## config.mk

```make
export PLATFORM = sky130hd
export DESIGN_NAME = sdcmd_guard
export DESIGN_NICKNAME = d
export VERILOG_FILES = /design/src/rtl/sdcmd_pkg.sv /design/src/rtl/sdcmd_decode.sv /design/src/rtl/sdcmd_judge.sv /design/src/rtl/sdcmd_bank.sv /design/src/rtl/sdcmd_guard.sv
export SDC_FILE = /design/constraint.sdc
export NUM_CORES = 1
export LEC_CHECK = 0
export ABC_CLOCK_PERIOD_IN_PS = 3900
export BUFFER_PORTS_ARGS = -buffer_cell sky130_fd_sc_hd__buf_4
export CORE_MARGIN = 8
export CORE_UTILIZATION = 55
export DETAILED_ROUTE_END_ITERATION = 8
export PLACE_DENSITY = 0.76
export SLEW_MARGIN = 20
export SYNTH_ARGS = -nofsm -noshare
export SYNTH_HDL_FRONTEND = slang
export SYNTH_SLANG_ARGS = --single-unit
```

## constraint.sdc

```tcl
create_clock -name clk -period 3.9 [get_ports clk]
set_clock_uncertainty 0.15 [all_clocks]
set_input_delay 0.78 -clock clk [delete_from_list [all_inputs] [get_ports clk]]
set_output_delay 0.78 -clock clk [all_outputs]
set_load 0.05 [all_outputs]
```

## src/rtl/sdcmd_pkg.sv

```systemverilog
`timescale 1ns/1ps
package sdcmd_pkg;
  localparam int NUM_BANKS = 2;
  localparam int ST_W      = 3;

  typedef enum logic [3:0] {
    C_MRS, C_REF, C_PRE, C_ACT, C_WR, C_RD, C_BT, C_NOP, C_DESEL
  } cmd_e;

  typedef enum logic [2:0] {
    B_IDLE    = 3'd0,
    B_OPENING = 3'd1,
    B_OPEN    = 3'd2,
    B_RDAP    = 3'd3,
    B_WRAP    = 3'd4,
    B_PRECHG  = 3'd5,
    B_REFRESH = 3'd6,
    B_MODESET = 3'd7
  } bank_e;

  typedef enum logic [3:0] {
    E_NONE         = 4'd0,
    E_NOT_ALL_IDLE = 4'd1,
    E_ROW_CLOSED   = 4'd2,
    E_ROW_BUSY     = 4'd3,
    E_AP_LOCK      = 4'd4,
    E_RCD          = 4'd5,
    E_RRD          = 4'd6,
    E_DEV_BUSY     = 4'd7,
    E_PRE_EARLY    = 4'd8
  } err_e;

  typedef struct packed {
    cmd_e op;
    logic bank;
    logic a10;
  } dec_t;

  function automatic logic is_ap(input logic [ST_W-1:0] s);
    return (s == B_RDAP) || (s == B_WRAP);
  endfunction
endpackage

```

## src/rtl/sdcmd_decode.sv

```systemverilog
`timescale 1ns/1ps
module sdcmd_decode
  import sdcmd_pkg::*;
(
  input  logic cs_n,
  input  logic ras_n,
  input  logic cas_n,
  input  logic we_n,
  input  logic bank_bit,
  input  logic ap_bit,
  output dec_t dec
);
  always_comb begin
    dec.bank = bank_bit;
    dec.a10  = ap_bit;
    if (cs_n) begin
      dec.op = C_DESEL;
    end else begin
      case ({ras_n, cas_n, we_n})
        3'b000:  dec.op = C_MRS;
        3'b001:  dec.op = C_REF;
        3'b010:  dec.op = C_PRE;
        3'b011:  dec.op = C_ACT;
        3'b100:  dec.op = C_WR;
        3'b101:  dec.op = C_RD;
        3'b110:  dec.op = C_BT;
        default: dec.op = C_NOP;
      endcase
    end
  end
endmodule

```

## src/rtl/sdcmd_judge.sv

```systemverilog
`timescale 1ns/1ps
module sdcmd_judge
  import sdcmd_pkg::*;
(
  input  dec_t                             dec,
  input  logic [NUM_BANKS-1:0][ST_W-1:0]   st,
  input  logic                             rrd_ok,
  output err_e                             code
);
  logic              any_busy, any_ap, all_idle, any_opening;
  logic [ST_W-1:0]   tgt;

  always_comb begin
    any_busy    = 1'b0;
    any_ap      = 1'b0;
    all_idle    = 1'b1;
    any_opening = 1'b0;
    for (int i = 0; i < NUM_BANKS; i++) begin
      if (st[i] == B_REFRESH || st[i] == B_MODESET) any_busy = 1'b1;
      if (is_ap(st[i]))        any_ap      = 1'b1;
      if (st[i] != B_IDLE)     all_idle    = 1'b0;
      if (st[i] == B_OPENING)  any_opening = 1'b1;
    end
  end

  assign tgt = st[dec.bank];

  always_comb begin
    code = E_NONE;
    if (dec.op != C_NOP && dec.op != C_DESEL) begin
      if (any_busy) begin
        code = E_DEV_BUSY;
      end else begin
        case (dec.op)
          C_MRS, C_REF: if (!all_idle) code = E_NOT_ALL_IDLE;
          C_PRE: begin
            if (dec.a10) begin
              if (any_ap)           code = E_AP_LOCK;
              else if (any_opening) code = E_PRE_EARLY;
            end else begin
              if (is_ap(tgt))              code = E_AP_LOCK;
              else if (tgt == B_OPENING)   code = E_PRE_EARLY;
            end
          end
          C_ACT: begin
            if (is_ap(tgt))           code = E_AP_LOCK;
            else if (tgt != B_IDLE)   code = E_ROW_BUSY;
            else if (!rrd_ok)         code = E_RRD;
          end
          C_RD, C_WR: begin
            if (is_ap(tgt))               code = E_AP_LOCK;
            else if (tgt == B_OPENING)    code = E_RCD;
            else if (tgt != B_OPEN)       code = E_ROW_CLOSED;
          end
          C_BT: if (any_ap) code = E_AP_LOCK;
          default: code = E_NONE;
        endcase
      end
    end
  end
endmodule

```

## src/rtl/sdcmd_bank.sv

```systemverilog
`timescale 1ns/1ps
module sdcmd_bank
  import sdcmd_pkg::*;
#(
  parameter int TW = 6
) (
  input  logic            clk,
  input  logic            rst_n,
  input  logic            ev_act,
  input  logic            ev_ap,
  input  logic            ev_ap_wr,
  input  logic            ev_pre,
  input  logic            ev_ref,
  input  logic            ev_mrs,
  input  logic [TW-1:0]   cfg_trcd,
  input  logic [TW-1:0]   cfg_trp,
  input  logic [TW-1:0]   cfg_trc,
  input  logic [TW-1:0]   cfg_burst,
  input  logic [TW-1:0]   cfg_twr,
  output logic [ST_W-1:0] st_o
);
  localparam int CW = TW + 1;

  bank_e         st_q, st_d;
  logic [CW-1:0] cnt_q, cnt_d;
  logic [CW-1:0] trcd_w, trp_w, trc_w, ap_len;

  assign trcd_w = {1'b0, cfg_trcd};
  assign trp_w  = {1'b0, cfg_trp};
  assign trc_w  = {1'b0, cfg_trc};

  always_comb begin
    ap_len = {1'b0, cfg_burst};
    if (ev_ap_wr) ap_len = ap_len + {1'b0, cfg_twr};
    if (ap_len == '0) ap_len = CW'(1);
  end

  always_comb begin
    st_d  = st_q;
    cnt_d = cnt_q;
    case (st_q)
      B_IDLE: begin
        if (ev_act) begin
          if (trcd_w >= CW'(2)) begin st_d = B_OPENING; cnt_d = trcd_w - CW'(2); end
          else                        st_d = B_OPEN;
        end else if (ev_ref) begin
          if (trc_w >= CW'(2)) begin st_d = B_REFRESH; cnt_d = trc_w - CW'(2); end
        end else if (ev_mrs) begin
          st_d  = B_MODESET;
          cnt_d = '0;
        end
      end
      B_OPENING: begin
        if (cnt_q == '0) st_d = B_OPEN;
        else             cnt_d = cnt_q - CW'(1);
      end
      B_OPEN: begin
        if (ev_ap) begin
          st_d  = ev_ap_wr ? B_WRAP : B_RDAP;
          cnt_d = ap_len - CW'(1);
        end else if (ev_pre) begin
          if (trp_w >= CW'(2)) begin st_d = B_PRECHG; cnt_d = trp_w - CW'(2); end
          else                       st_d = B_IDLE;
        end
      end
      B_RDAP, B_WRAP: begin
        if (cnt_q == '0) begin
          if (trp_w >= CW'(2)) begin st_d = B_PRECHG; cnt_d = trp_w - CW'(2); end
          else                       st_d = B_IDLE;
        end else begin
          cnt_d = cnt_q - CW'(1);
        end
      end
      default: begin
        if (cnt_q == '0) st_d = B_IDLE;
        else             cnt_d = cnt_q - CW'(1);
      end
    endcase
  end

  always_ff @(posedge clk or negedge rst_n) begin
    if (!rst_n) begin
      st_q  <= B_IDLE;
      cnt_q <= '0;
    end else begin
      st_q  <= st_d;
      cnt_q <= cnt_d;
    end
  end

  assign st_o = st_q;

  AST_OPEN_FROM_ACT: assert property (@(posedge clk) disable iff (!rst_n)
    (st_q != B_OPENING && !ev_act) |=> (st_q != B_OPENING));

  AST_AP_EXIT: assert property (@(posedge clk) disable iff (!rst_n)
    (st_q == B_RDAP || st_q == B_WRAP) |=>
      (st_q == B_RDAP || st_q == B_WRAP || st_q == B_PRECHG || st_q == B_IDLE));
endmodule

```

## src/rtl/sdcmd_guard.sv

```systemverilog
`timescale 1ns/1ps
module sdcmd_guard
  import sdcmd_pkg::*;
#(
  parameter int ROW_W = 11,
  parameter int TW    = 6
) (
  input  logic                      clk,
  input  logic                      rst_n,
  input  logic                      cs_n,
  input  logic                      ras_n,
  input  logic                      cas_n,
  input  logic                      we_n,
  input  logic [ROW_W:0]            addr,
  input  logic [TW-1:0]             cfg_trcd,
  input  logic [TW-1:0]             cfg_trp,
  input  logic [TW-1:0]             cfg_trc,
  input  logic [TW-1:0]             cfg_trrd,
  input  logic [TW-1:0]             cfg_burst,
  input  logic [TW-1:0]             cfg_twr,
  input  logic                      err_clear,
  output logic [NUM_BANKS*ST_W-1:0] bank_state,
  output logic                      err_pulse,
  output logic [3:0]                err_code,
  output logic                      err_held,
  output logic [3:0]                err_first
);
  localparam int BANK_BIT = ROW_W;
  localparam int AP_BIT   = ROW_W - 1;

  dec_t                           dec;
  err_e                           judged;
  logic [NUM_BANKS-1:0][ST_W-1:0] st;
  logic [TW-1:0]                  gap_q;
  logic                           rrd_ok, legal;
  logic                           unused_addr;

  assign unused_addr = ^addr[AP_BIT-1:0];

  sdcmd_decode u_decode (
    .cs_n(cs_n), .ras_n(ras_n), .cas_n(cas_n), .we_n(we_n),
    .bank_bit(addr[BANK_BIT]), .ap_bit(addr[AP_BIT]), .dec(dec)
  );

  sdcmd_judge u_judge (
    .dec(dec), .st(st), .rrd_ok(rrd_ok), .code(judged)
  );

  assign legal = (judged == E_NONE);

  generate
    for (genvar b = 0; b < NUM_BANKS; b++) begin : g_bank
      logic hit;
      assign hit = (dec.bank == b[0]);
      sdcmd_bank #(.TW(TW)) u_bank (
        .clk(clk), .rst_n(rst_n),
        .ev_act  (legal && dec.op == C_ACT && hit),
        .ev_ap   (legal && (dec.op == C_RD || dec.op == C_WR) && dec.a10 && hit),
        .ev_ap_wr(dec.op == C_WR),
        .ev_pre  (legal && dec.op == C_PRE && (dec.a10 || hit)),
        .ev_ref  (legal && dec.op == C_REF),
        .ev_mrs  (legal && dec.op == C_MRS),
        .cfg_trcd(cfg_trcd), .cfg_trp(cfg_trp), .cfg_trc(cfg_trc),
        .cfg_burst(cfg_burst), .cfg_twr(cfg_twr),
        .st_o(st[b])
      );
      assign bank_state[b*ST_W +: ST_W] = st[b];
    end
  endgenerate

  // cycles since last legal activate, saturating
  always_ff @(posedge clk or negedge rst_n) begin
    if (!rst_n)                          gap_q <= '1;
    else if (legal && dec.op == C_ACT)   gap_q <= TW'(1);
    else if (gap_q != '1)                gap_q <= gap_q + TW'(1);
  end
  assign rrd_ok = (gap_q >= cfg_trrd);

  always_ff @(posedge clk or negedge rst_n) begin
    if (!rst_n) begin
      err_pulse <= 1'b0;
      err_code  <= 4'd0;
      err_held  <= 1'b0;
      err_first <= 4'd0;
    end else begin
      err_pulse <= !legal;
      err_code  <= judged;
      if (!legal && (!err_held || err_clear)) begin
        err_held  <= 1'b1;
        err_first <= judged;
      end else if (err_clear) begin
        err_held  <= 1'b0;
        err_first <= 4'd0;
      end
    end
  end

  AST_NOP_QUIET: assert property (@(posedge clk) disable iff (!rst_n)
    (dec.op == C_NOP || dec.op == C_DESEL) |=> !err_pulse);

  AST_LATCH_HOLDS: assert property (@(posedge clk) disable iff (!rst_n)
    (err_held && !err_clear) |=> (err_held && $stable(err_first)));

  AST_REFRESH_TOGETHER: assert property (@(posedge clk) disable iff (!rst_n)
    (st[0] == B_REFRESH) == (st[1] == B_REFRESH));

  AST_MODESET_TOGETHER: assert property (@(posedge clk) disable iff (!rst_n)
    (st[0] == B_MODESET) == (st[1] == B_MODESET));
endmodule

```

* Word level (Yosys, flattened, before mapping)
Index checks and enable logic that the tools add are counted.
** Word-level totals
- Bits in registers :: 36
- Bits of input ports :: 55
- Output and inout bits :: 16
- Logic and storage cells :: 190
** Cells by class
- Add/sub/neg operators :: 8
- $lt $le $gt $ge :: 5
- Equal/unequal tests :: 45
- Mux-type cells :: 74
- Bitwise gates (word level) :: 1
- Reduce and logical (&&, ||, !) cells :: 48
** Operator list (number)
- two-way mux 7 bit :: 18
- two-way mux 3 bit :: 21
- two-way mux 4 bit :: 14
- one-hot mux 7 bit (3 select lines) :: 2
- equality test 3 bit (second input constant) :: 10
- one-hot mux 3 bit (4 select lines) :: 2
- equality test 3 x 2 -> 1 bit (second input constant) :: 7
- logical NOT 7 bit :: 3
- one-hot mux 3 bit (7 select lines) :: 1
- subtractor 6 x 2 -> 7 bit (second input constant) :: 3
- subtractor 7 x 1 -> 7 bit (second input constant) :: 3
- one-hot mux 4 bit (5 select lines) :: 1
- greater-or-equal comparator 6 x 2 -> 1 bit (second input constant) :: 3
- inequality test 4 x 3 -> 1 bit (second input constant) :: 4
- nonzero test 3 bit :: 5
- logical AND 1 bit :: 14
- equality test 3 x 1 -> 1 bit (second input constant) :: 4
- equality test 4 x 3 -> 1 bit (second input constant) :: 3
- two-way mux 6 bit :: 2
- inequality test 4 bit (second input constant) :: 3
- AND reduction 6 bit :: 2
- two-way mux 1 bit :: 11
- AND reduction 5 bit :: 2
- logical NOT 3 bit :: 3
- other kinds (19) :: 40

* Depth between registers and ports, before layout
- Depth in word-level cells :: 15
- Gate-level depth with buffers :: 16
- Mapped depth without buffers :: 16

* Modules after synthesis
A second synthesis with hierarchy kept.
** Second synthesis, totals
- Cells, all modules :: 657
- Area, all modules :: 5141.2 µm²
** Modules (own cells, without submodules)
- sdcmd_bank :: instances 2, cells each 257, area each 1943.1 µm², sequential area each 250.2 µm²
- sdcmd_guard :: instances 1, cells each 88, area each 879.6 µm², sequential area each 407.9 µm²
- sdcmd_judge :: instances 1, cells each 49, area each 334.1 µm², sequential area each 0.0 µm²
- sdcmd_decode :: instances 1, cells each 6, area each 41.3 µm², sequential area each 0.0 µm²

* Worst setup path after synthesis
OpenSTA, ideal clock, no wires.
- Path kind :: input port to flip-flop
- Start point :: input port cs_n
- End point :: register g_bank[1].u_bank.cnt_q[6]
- Setup time :: 0.122 ns
- Data arrival time :: 3.562 ns
- Required time :: 3.628 ns
- Setup slack :: 0.067 ns
- Stages on the path :: 14
- Buffers on the path :: 2
- Cell sequence :: clkbuf_1 -> or4b_2 -> clkbuf_1 -> a22oi_1 -> and2_1 -> nand2_1 -> o22ai_1 -> inv_1 -> ha_1 -> and3_1 -> nand3_1 -> xnor2_1 -> o211ai_1 -> a32o_1
** Between the ends
- Cells in the longest elaborated chain, start to end :: 12
- Elaborated cells on any way between the ends :: 40
- Those cells by class :: add/sub: 1; eq/ne: 12; mux: 10; reduce/logical: 17
** Ends and longest elaborated chain
- start, declared :: line sdcmd_guard.sv:10 : input logic cs_n,
- two-way mux 4 bit * :: line sdcmd_decode.sv:16 : if (cs_n) begin
- parallel branches: the longest is 11 deep, another holds subtractor 7 x 1 -> 7 bit
- end signal, assigned :: line sdcmd_bank.sv:87 : cnt_q <= cnt_d;
- end, declared :: line sdcmd_bank.sv:25 : logic [CW-1:0] cnt_q, cnt_d;
Every way passes the cells marked *.
A chain may end at the register's enable or synchronous reset.

* Worst setup path after layout
- Start point :: input port cfg_burst[0]
- End point :: register g_bank[0].u_bank.cnt_q[6]
** Between the ends
- Cells in the longest elaborated chain, start to end :: 7
** Ends and longest elaborated chain
- start, declared :: line sdcmd_guard.sv:19 : input logic [TW-1:0] cfg_burst,
- adder 6 x 6 -> 7 bit :: line sdcmd_bank.sv:34 : if (ev_ap_wr) ap_len = ap_len + {1'b0, cfg_twr};
- two-way mux 7 bit * :: line sdcmd_bank.sv:34
- logical NOT 7 bit :: line sdcmd_bank.sv:35 : if (ap_len == '0) ap_len = CW'(1);
- two-way mux 7 bit * :: line sdcmd_bank.sv:35
- subtractor 7 x 1 -> 7 bit * :: line sdcmd_bank.sv:60 : cnt_d = ap_len - CW'(1);
- two-way mux 7 bit * :: line sdcmd_bank.sv:58 : if (ev_ap) begin
- one-hot mux 7 bit (3 select lines) * :: line sdcmd_bank.sv:41 : case (st_q)
- end signal, assigned :: line sdcmd_bank.sv:87
- end, declared :: line sdcmd_bank.sv:25
Mark *: on every way between the ends. The rest lies on a longest branch, timed or not.

==> impl_metrics.tcl <==
set metrics [dict create \
    timing.rr.end "g_bank[1].u_bank.st_o[0]" \
    yosysTopAreaCellShare 0.178 \
    grt_max_degree 37 \
    synth_nets 652 \
    seqPwrFrac 0.234 \
    wl_mm 14.3 \
    finalSetupViolCount 0 \
    cp_num_cells 17 \
    vdd.ir_drop.worst_mv 0.358 \
    fin_crit_sh 0.927 \
    path_max_fanout 3 \
    hold_violations 0 \
    grt_pass1_wl_mm 23.6 \
    dp_hpwl_mm 11.3 \
    synth_top_family_by_area "compound AO/OA/AOI/OAI gates" \
    drtIter0Drc 605 \
    crit_path_start "cfg_burst[0]" \
    comb_power_share 0.668 \
    cts_max_level 2 \
    grt_antenna_before_repair 0 \
    syn_inst 577 \
    vias 5064 \
    synth_area_leaders "dfrtp_1 (18%), nand2_1 (6.4%), o21ai_0 (6.1%)" \
    setup_tns_ns 0 \
    track_usage 0.259 \
    yosysMostFrequentCell "nand2_1" \
    worst-slew-pin-transition_ns 1.00 \
    gp_congestion 1.00 \
    cts_hold_buf 0 \
    clockBufferDepth 2 \
    ys_top_cells_by_count "nand2_1 (72), o21ai_0 (51), nor2_1 (48)" \
    outcome "finished clean" \
    criticalPathCategory "input pin to flip-flop" \
    cpPeakStageDelay_ns 0.39 \
    cts_setup_buffers 0 \
    power_frac_clock 0.097 \
    drv_cap 0 \
    ys.flop_type "dfrtp_1" \
    hold_class "input pin to async pin" \
    worstSetupEndpoint "g_bank[0].u_bank.cnt_q[6]" \
    root_buffer "clkbuf_8" \
    setup_ws_ns 0.286 \
    synthDistinctLibCells 81 \
    finalCriticalPeriod_ns 3.61 \
    drtAntennaViolNets 0 \
    cts.sinks 36 \
    synthAdderAreaFrac 0.0612 \
    drc 0 \
    switchingPower_mw 1.82 \
    async_flop_share 1.00 \
    ys_warn_count 0 \
    fmax_ghz 0.277 \
    grt_pass1_vias 4892 \
    die_height_um 104 \
    power.internal_mw 1.70 \
    cp.buffers_inverters 3 \
    slew_headroom 0.321 \
    num_antenna_cells 0 \
    dr.pass1.iters 8 \
    pre_cts_ws_ns 0.00267 \
    synth_compound_area_frac 0.344 \
    io_buffers 60 \
    core_mm2 0.00757 \
    synth_seq_cells 36 \
    area_growth_syn_to_layout_pct 19.8 \
    cts_tree "built" \
    cts_buffers 5 \
    endpoint_kind "flip-flop" \
    finalPower_mw 3.52 \
    synth-xor-area-share 0.0312 \
    nFillCells 663 \
    worstPathRequired_ns 3.94 \
    rows 32 \
    die_area_mm2 0.0107 \
    slowest_stage "fa_1" \
    path_delay_family "compound AO/OA/AOI/OAI gates" \
    avgViaCountPerCell 6.69 \
    syn_area_per_cell_um2 7.30 \
    arrival_ns 3.65 \
    post_drt_wl_per_cell_um 18.9 \
    initial_utilization 0.557 \
    yosys.area.top_type "dfrtp_1" \
    synth-seq-area-share 0.216 \
    leakagePower_nw 2.22 \
    num-nets-final 729 \
    io_pins 71 \
    path_clk_slew_ns 0.08 \
    synth_simple_gate_area_share 0.270 \
    synth_area_mm2 0.00421 \
    synth_edf_count 0 \
    grt_overflow 0 \
    worstSkewPairLatency_ns 0.30 \
    reg2reg_from "g_bank[1].u_bank.st_o[2]" \
    rsz0062_at_grt "false" \
    drive_gt1_frac 0.202 \
    slew_violations 0 \
    cts-resized-gates 0 \
    swShare 0.518 \
    cp_cell_sequence "buf_4, ha_1, inv_1, fa_1, nand2b_1, a21oi_1, nor2_1, a22oi_1, nand2_1, o22ai_1, inv_1, ha_1, and3_1, nand3_1, xnor2_1, o2111ai_1, a22o_1" \
    power_density_mw_per_mm2 697 \
    worstRegToRegCells 11 \
    synth_mux_area_frac 0.0148 \
    regToRegSetupSlack_ns 0.31 \
    die_x_um 104 \
    cp-start-kind "input pin" \
]
[placed cells by master (no fill, tap or decap), types with 4 or more instances in the layout]
cell	n
a211o_1	6
a21o_1	9
nand2b_1	5
nor3b_1	6
clkbuf_8	5
nand3_1	17
buf_4	97
nor2_1	48
dfstp_2	6
a21oi_1	42
inv_1	33
a31oi_1	15
and2_1	5
o211ai_1	9
or2_2	5
dfrtp_1	30
o21ai_0	51
ha_1	19
o22ai_1	5
o21ai_1	6
xnor2_1	9
a22oi_1	5
or3_1	8
o21a_1	8
xor2_1	6
nand2_1	72
o2111ai_1	5
mux2i_1	4
nor3_1	21
a211oi_1	6
[per-layer routing]
metal  part of all wire  global-route usage  vias to the layer above
met4              0.049               0.137                        0
li1                   -                   -                     2314
met5                  0                   0                        -
met3               0.10              0.0440                       76
met2               0.46               0.416                      358
met1               0.40               0.324                     2316
[worst reg2reg max path, delay by kind of cell, from the launching register on]
family	cells	cell delay [ns]
buffers and inverters	3	0.46
AND/OR/NAND/NOR	3	0.97
AO/OA/AOI/OAI	5	1.31
flip-flops	1	0.54
[cell type report]
class                   count  area (µm²)  share of cell area
clock buffers               6        72.6              0.0144
clock inverters             2        35.0             0.00694
inverters                  36         135              0.0268
multi-input cells         478        3040               0.603
flip-flops and latches     36         908               0.180
well taps                 102         128              0.0253
repair buffers             97         728               0.144
[flip-flops by register name, summed over array words and instances, names as in the netlist]
name,cells
err_held,1
err_code,4
err_pulse,1
g_bank.u_bank.st_o,6
gap_q,6
err_first,4
g_bank.u_bank.cnt_q,14
[power groups by stage]
stage	combinational (mW)	sequential [mW]	clock, mW
4_1_cts	2.32	0.819	0.345
2_1_floorplan	1.50	0.950	0
3_3_place_gp	2.25	0.819	0
5_1_grt	2.56	0.862	0.359
3_5_place_dp	2.30	0.827	0
6_report	2.35	0.825	0.343
[worst min-delay path by stage]
stage,to,slack [ns],depth (start not counted)
CTS,g_bank[0].u_bank.st_o[0],0.32,1
finish,g_bank[0].u_bank.st_o[0],0.29,1
global placement,err_first[0],0.32,2
detailed placement,err_first[1],0.34,2
global route,g_bank[0].u_bank.st_o[0],0.34,1
floorplan,err_code[0],0.33,0
[stage by stage]
stage / hold WS [ns] / cells / utilization / cell area [µm²]
global route: 0.336 / 757 / 0.667 / 5050
CTS: 0.318 / 757 / 0.667 / 5050
detailed placement: 0.336 / 749 / 0.653 / 4940
floorplan: 0.334 / 577 / - / 4210
finish: 0.294 / 757 / 0.667 / 5050
global placement: 0.316 / 749 / 0.653 / 4940
[cells by family (layout without fill, tap and decap cells)]
family	count (synthesis)	after routing
compound gates	214	214
flops	36	36
mux	6	6
fa+ha+maj	20	20
buf+inv	63	141
simple gates	223	223
xor+xnor	15	15
Note: power is estimated with default switching activity, not from simulation.
